<file path="config.mk">
export PLATFORM = sky130hd
export DESIGN_NAME = timer_ctrl_hub
export DESIGN_NICKNAME = d
export VERILOG_FILES = /design/src/rtl/tmc_pkg.sv /design/src/rtl/tmc_flag_bank.sv /design/src/rtl/tmc_trig_route.sv /design/src/rtl/timer_ctrl_hub.sv
export SDC_FILE = /design/constraint.sdc
export NUM_CORES = 1
export LEC_CHECK = 0
export BUFFER_PORTS_ARGS = -buffer_cell sky130_fd_sc_hd__buf_2
export CORE_MARGIN = 3
export CORE_UTILIZATION = 42
export DETAILED_ROUTE_END_ITERATION = 16
export PLACE_DENSITY = 0.7
export SETUP_SLACK_MARGIN = 0.05
export SLEW_MARGIN = 10
export SYNTH_ARGS = -nofsm -noshare
export SYNTH_HDL_FRONTEND = slang
export SYNTH_HIERARCHICAL = 1
export SYNTH_SLANG_ARGS = --single-unit
</file>
<file path="constraint.sdc">
create_clock -name clk -period 1.4 [get_ports clk]
set_input_delay 0.14 -clock clk [delete_from_list [all_inputs] [get_ports clk]]
set_output_delay 0.14 -clock clk [all_outputs]
set_load 0.1 [all_outputs]
</file>
<file path="src/rtl/tmc_pkg.sv">
package tmc_pkg;
  localparam int unsigned CH_MAX = 16;
  localparam int unsigned SEL_W  = $clog2(CH_MAX);
  localparam int unsigned AW     = 4;

  localparam logic [AW-1:0] A_CTRL  = 4'd0;
  localparam logic [AW-1:0] A_STAT  = 4'd1;
  localparam logic [AW-1:0] A_MASK  = 4'd2;
  localparam logic [AW-1:0] A_SET   = 4'd3;
  localparam logic [AW-1:0] A_CLR   = 4'd4;
  localparam logic [AW-1:0] A_TCFG0 = 4'd8;

  localparam int unsigned B_RUN_DBG  = 0;
  localparam int unsigned B_RUN_DOZE = 1;
  localparam int unsigned B_SRST     = 2;
  localparam int unsigned CTRL_W     = 3;
  localparam int unsigned B_TSRC     = 8;

  // Sticky flag update: a new hit outranks a clear on the same bit.
  function automatic logic [CH_MAX-1:0] flag_next(input logic [CH_MAX-1:0] cur,
                                                  input logic [CH_MAX-1:0] hit,
                                                  input logic [CH_MAX-1:0] clr);
    return (cur & ~clr) | hit;
  endfunction

  // Trigger pick: external line, or a sibling timeout, or zero when out of range.
  function automatic logic pick_trig(input logic src, input logic [SEL_W-1:0] sel,
                                     input logic [CH_MAX-1:0] tmo, input logic ext,
                                     input int unsigned n_ch);
    if (!src) return ext;
    if (32'(sel) >= n_ch) return 1'b0;
    return tmo[sel];
  endfunction
endpackage

</file>
<file path="src/rtl/tmc_flag_bank.sv">
module tmc_flag_bank
  import tmc_pkg::*;
#(
  parameter int N_CH = 4
) (
  input  logic            clk,
  input  logic            rst_n,
  input  logic            hold_clr,
  input  logic [N_CH-1:0] hit_i,
  input  logic [N_CH-1:0] clr_i,
  output logic [N_CH-1:0] flags_o
);
  logic [CH_MAX-1:0] nxt_wide;

  always_comb nxt_wide = flag_next(CH_MAX'(flags_o), CH_MAX'(hit_i), CH_MAX'(clr_i));

  always_ff @(posedge clk or negedge rst_n) begin
    if (!rst_n)        flags_o <= '0;
    else if (hold_clr) flags_o <= '0;
    else               flags_o <= nxt_wide[N_CH-1:0];
  end
endmodule

</file>
<file path="src/rtl/tmc_trig_route.sv">
module tmc_trig_route
  import tmc_pkg::*;
#(
  parameter int N_CH = 4
) (
  input  logic [N_CH-1:0]            src_i,
  input  logic [N_CH-1:0][SEL_W-1:0] sel_i,
  input  logic [N_CH-1:0]            tmo_i,
  input  logic [N_CH-1:0]            ext_i,
  output logic [N_CH-1:0]            trig_o
);
  logic [CH_MAX-1:0] tmo_wide;
  assign tmo_wide = CH_MAX'(tmo_i);

  for (genvar g = 0; g < N_CH; g++) begin : g_route
    assign trig_o[g] = pick_trig(src_i[g], sel_i[g], tmo_wide, ext_i[g], N_CH);
  end
endmodule

</file>
<file path="src/rtl/timer_ctrl_hub.sv">
module timer_ctrl_hub
  import tmc_pkg::*;
#(
  parameter int N_CH = 4,
  parameter int DW   = 32
) (
  input  logic            clk,
  input  logic            rst_n,
  input  logic            wr_en,
  input  logic            rd_en,
  input  logic [3:0]      addr,
  input  logic [DW-1:0]   wdata,
  output logic [DW-1:0]   rdata,
  input  logic [N_CH-1:0] tmo_i,
  input  logic [N_CH-1:0] ext_trig_i,
  input  logic            dbg_i,
  input  logic            doze_i,
  output logic [N_CH-1:0] chan_en_o,
  output logic            chan_run_o,
  output logic            chan_rst_o,
  output logic [N_CH-1:0] trig_o,
  output logic            irq_o
);
  // Register state
  logic [CTRL_W-1:0]          ctrl_q;
  logic [N_CH-1:0]            en_q;
  logic [N_CH-1:0]            mask_q;
  logic [N_CH-1:0]            flags;
  logic [N_CH-1:0]            tsrc_q;
  logic [N_CH-1:0][SEL_W-1:0] tsel_q;

  // Named internal events
  logic            srst;
  logic            wr_ctrl, wr_stat, wr_mask, wr_set, wr_clr;
  logic [N_CH-1:0] wr_tcfg;
  logic [N_CH-1:0] wmask;
  logic [N_CH-1:0] clr_mask;
  logic            freeze;

  assign srst     = ctrl_q[B_SRST];
  assign wmask    = wdata[N_CH-1:0];
  assign wr_ctrl  = wr_en && (addr == A_CTRL);
  assign wr_stat  = wr_en && (addr == A_STAT);
  assign wr_mask  = wr_en && (addr == A_MASK);
  assign wr_set   = wr_en && (addr == A_SET);
  assign wr_clr   = wr_en && (addr == A_CLR);
  assign clr_mask = wr_stat ? wmask : '0;

  for (genvar g = 0; g < N_CH; g++) begin : g_tcfg
    assign wr_tcfg[g] = wr_en && (addr == A_TCFG0 + 4'(g));

    always_ff @(posedge clk or negedge rst_n) begin
      if (!rst_n) begin
        tsrc_q[g] <= 1'b0;
        tsel_q[g] <= '0;
      end else if (srst) begin
        tsrc_q[g] <= 1'b0;
        tsel_q[g] <= '0;
      end else if (wr_tcfg[g]) begin
        tsrc_q[g] <= wdata[B_TSRC];
        tsel_q[g] <= wdata[SEL_W-1:0];
      end
    end
  end

  always_ff @(posedge clk or negedge rst_n) begin
    if (!rst_n)       ctrl_q <= '0;
    else if (wr_ctrl) ctrl_q <= wdata[CTRL_W-1:0];
  end

  always_ff @(posedge clk or negedge rst_n) begin
    if (!rst_n) begin
      en_q   <= '0;
      mask_q <= '0;
    end else if (srst) begin
      en_q   <= '0;
      mask_q <= '0;
    end else begin
      if (wr_set)       en_q   <= en_q | wmask;
      else if (wr_clr)  en_q   <= en_q & ~wmask;
      if (wr_mask)      mask_q <= wmask;
    end
  end

  tmc_flag_bank #(.N_CH(N_CH)) u_flags (
    .clk      (clk),
    .rst_n    (rst_n),
    .hold_clr (srst),
    .hit_i    (tmo_i),
    .clr_i    (clr_mask),
    .flags_o  (flags)
  );

  tmc_trig_route #(.N_CH(N_CH)) u_route (
    .src_i  (tsrc_q),
    .sel_i  (tsel_q),
    .tmo_i  (tmo_i),
    .ext_i  (ext_trig_i),
    .trig_o (trig_o)
  );

  assign freeze     = (dbg_i && !ctrl_q[B_RUN_DBG]) || (doze_i && !ctrl_q[B_RUN_DOZE]);
  assign chan_run_o = !freeze;
  assign chan_rst_o = srst;
  assign chan_en_o  = en_q;
  assign irq_o      = |(flags & mask_q);

  logic [DW-1:0] rd_val;
  always_comb begin
    rd_val = '0;
    case (addr)
      A_CTRL:  rd_val = DW'(ctrl_q);
      A_STAT:  rd_val = DW'(flags);
      A_MASK:  rd_val = DW'(mask_q);
      A_SET:   rd_val = DW'(en_q);
      default: rd_val = '0;
    endcase
    for (int i = 0; i < N_CH; i++) begin
      if (addr == A_TCFG0 + 4'(i))
        rd_val = DW'({tsrc_q[i], 4'b0000, tsel_q[i]});
    end
  end
  assign rdata = rd_en ? rd_val : '0;
endmodule

</file>
==> results.txt <==
antenna-violating nets left: 0
GR met2 Demand/Resource: 32.17%
Post-Syn Instances: 253
vias in the first global route: 1,976
DR vias: 2,039
outcome: finished with violations
Overflow after GRT: 0
CTS tree: done
RD Place Congestion: 0.9080
met1 Usage GRT: 27.39%
initial drt markers: 162
initial antenna violation count: 0
worst-path maximum fanout: 4
Hold Vio Cnt, Final: 0
effective utilization at floorplan: 45.04%
GRT met3 Usage: 3.728%
Clock Latency Late Sink: 0.29 ns
leading area contributor after synthesis: dfrtp_1
ratio of cells with drive above 1 in the final layout: 39.13%
chip width: 81.41 µm
hold path depth: 3
TritonCTS Buffers: 5
Netlist cell types: 39
final clock skew: 0.005193 ns
CP Class: flip-flop to output pin
Top FF cell, synth: dfrtp_1
WL final: 6333 µm
crit path time final: 1.781 ns
die area: 0.006628 mm²
Vias per Instance: 5.202
DP Worst Slack: -0.1703 ns
drt drc: 0
Critical Path AT: 1.64 ns
Seq/Total Area, Yosys: 36.67%
Max Cap Viol: 0
row cnt: 26
Syn Area/Cell: 9.441 µm²
VDD IR max: 0.0005281 V
Synth Cell Area: 0.002389 mm²
fin nets: 371
HP Class: input pin to flip-flop
Yosys top cell area share: 36.67%
largest cells by area after synthesis: dfrtp_1, buf_4, mux2i_1
Critical Path Sink Type: output pin
Yosys reg bits: 35
# IOs: 93
largest net degree at the start of global routing: 21
First-pass DRT Iterations: 4
die height: 81.41 µm
GRT Max-Usage Layer: met2
Root Driver: clkbuf_8
R2R depth: 3
Fillers: 440
fmax: 561.5 MHz
clk sinks: 35
RSZ-0062 raised after global routing: true
P&R area growth vs syn: 33.84%
final worst path period share: 127.2%
per-cell routed wire length: 16.16 µm
Worst EP required: 1.26 ns
Yosys warnings: 6
number of diodes: 0
Core Util, Final: 60.29%
H-tree depth: 2
core area: 0.005303 mm²
async set-reset flop share out of synthesis: 100.0%
failing checks: setup timing
Post-synth EDFFs: 0
fin. max-slew vios: 0
final setup violating endpoints: 9
global-route wire length before repair: 10,020 µm
Pleak: 1.538 nW
synth cell count leaders: dfrtp_1, a21oi_1, buf_4, nor2_1
DP HPWL: 4693 µm
Hold WS: 0.1378 ns
Clock Pin Slew Worst Setup and Hold Paths: 0.07 ns
most numerous cell in the Yosys netlist: dfrtp_1
final worst setup slack: -0.3809 ns
kind of start point of the critical path: flip-flop
input/output buffers: 38
Power Density: 1169 mW/mm²
CTS max path bufs: 2
Tot GR Track Use: 20.14%
-- sequential cells by signal, summed over array words and instances (netlist names) --
register,count
u_flags/flags_o,4
tsrc_q,4
tsel_q,16
mask_q,4
chan_en_o,4
ctrl_q,3
-- cell families (layout without fill, tap and decap cells) --
family / count (synthesis) / after routing / synth area share (%)
compound gates: 73 / 73 / 18.60
buf+inv: 48 / 91 / 13.83
flops: 35 / 35 / 36.67
mux: 30 / 30 / 15.51
other cells: 1 / 27 / 0.1570
simple gates: 66 / 66 / 15.24
-- metrics by stage --
| stage | total power [mW] | TNS, ns | cells | instance area, µm² |
|---|---|---|---|---|
| 6_report | 3.737 | -2.707 | 392 | 3197 |
| 5_1_grt | 3.898 | -3.237 | 392 | 3197 |
| 4_1_cts | 3.715 | -2.696 | 391 | 3174 |
| 3_5_place_dp | 2.832 | -1.156 | 381 | 2938 |
| 3_3_place_gp | 2.815 | -1.201 | 381 | 2938 |
| 2_1_floorplan | 2.468 | -0.3531 | 279 | 2586 |
-- layout make-up --
type	instances	area [µm²]	area share [%]
multi-input cells	196	1411	44.15
flip-flops and latches	35	894.6	27.98
repair buffers	76	676.9	21.17
clock buffers	8	100.1	3.131
well taps	70	87.58	2.740
inverters	7	26.28	0.8219
-- worst paths after layout --
path                                end  slack [ns]      start
min in group asynchronous  chan_en_o[2]        0.34      rst_n
hold / removal                tsrc_q[2]        0.14   wdata[8]
setup / recovery              trig_o[2]       -0.38  tsel_q[8]
hold reg to reg               ctrl_q[0]        0.55  ctrl_q[0]
max in group asynchronous     tsrc_q[1]        0.54      rst_n
setup reg to reg           chan_en_o[3]        0.19  ctrl_q[2]
-- where the power goes --
part / internal, mW / switching [mW] / total, mW / leakage, nW
combinational: 0.523 / 1.15 / 1.67 / 1.03
clock: 0.449 / 0.357 / 0.806 / 0.0515
sequential: 1.15 / 0.111 / 1.26 / 0.459
-- repair_timing --
| item | 4_1_cts | 5_1_grt |
|---|---|---|
| setup buffers | 1 | 1 |
| hold buffers | 1 | 0 |
| gates resized for setup | 32 | 4 |
| endpoints found under the setup margin | 11 | 10 |
| pin swaps | 7 | 5 |
| cloned | 0 | 0 |
| endpoints found under the hold margin | 18 | 0 |
-- critical path: stages, from the launching register on --
cell     delay [ns]
dfrtp_1        0.41
mux4_2         0.54
a31o_4         0.24
buf_12         0.16
-- cells in the final DEF, fill, tap and decap left out, drive strengths merged --
| master | count |
|---|---|
| a211oi | 1 |
| a21o | 4 |
| a21oi | 31 |
| a22oi | 3 |
| a31o | 4 |
| a41o | 1 |
| and2 | 4 |
| and2b | 2 |
| and3 | 1 |
| buf | 75 |
| clkbuf | 8 |
| conb | 27 |
| dfrtp | 35 |
| dlygate4sd3 | 1 |
| inv | 7 |
| mux2 | 6 |
| mux2i | 19 |
| mux4 | 5 |
| nand2 | 19 |
| nand2b | 8 |
| nand3 | 2 |
| nand3b | 1 |
| nor2 | 21 |
| nor2b | 5 |
| nor3b | 1 |
| o211a | 3 |
| o211ai | 1 |
| o21ai | 20 |
| o221ai | 3 |
| o2bb2ai | 1 |
| o31ai | 1 |
| or3 | 1 |
| or3b | 1 |
-- metal layers --
metal | share of wire [%] | routed length (µm) | vias up
met5 | 0 | 0 | -
met4 | 1.7 | 105 | 0
met3 | 6.6 | 416 | 8
met2 | 48 | 3021 | 72
met1 | 44 | 2790 | 984
li1 | - | - | 975
(Power assumes the default switching activity.)
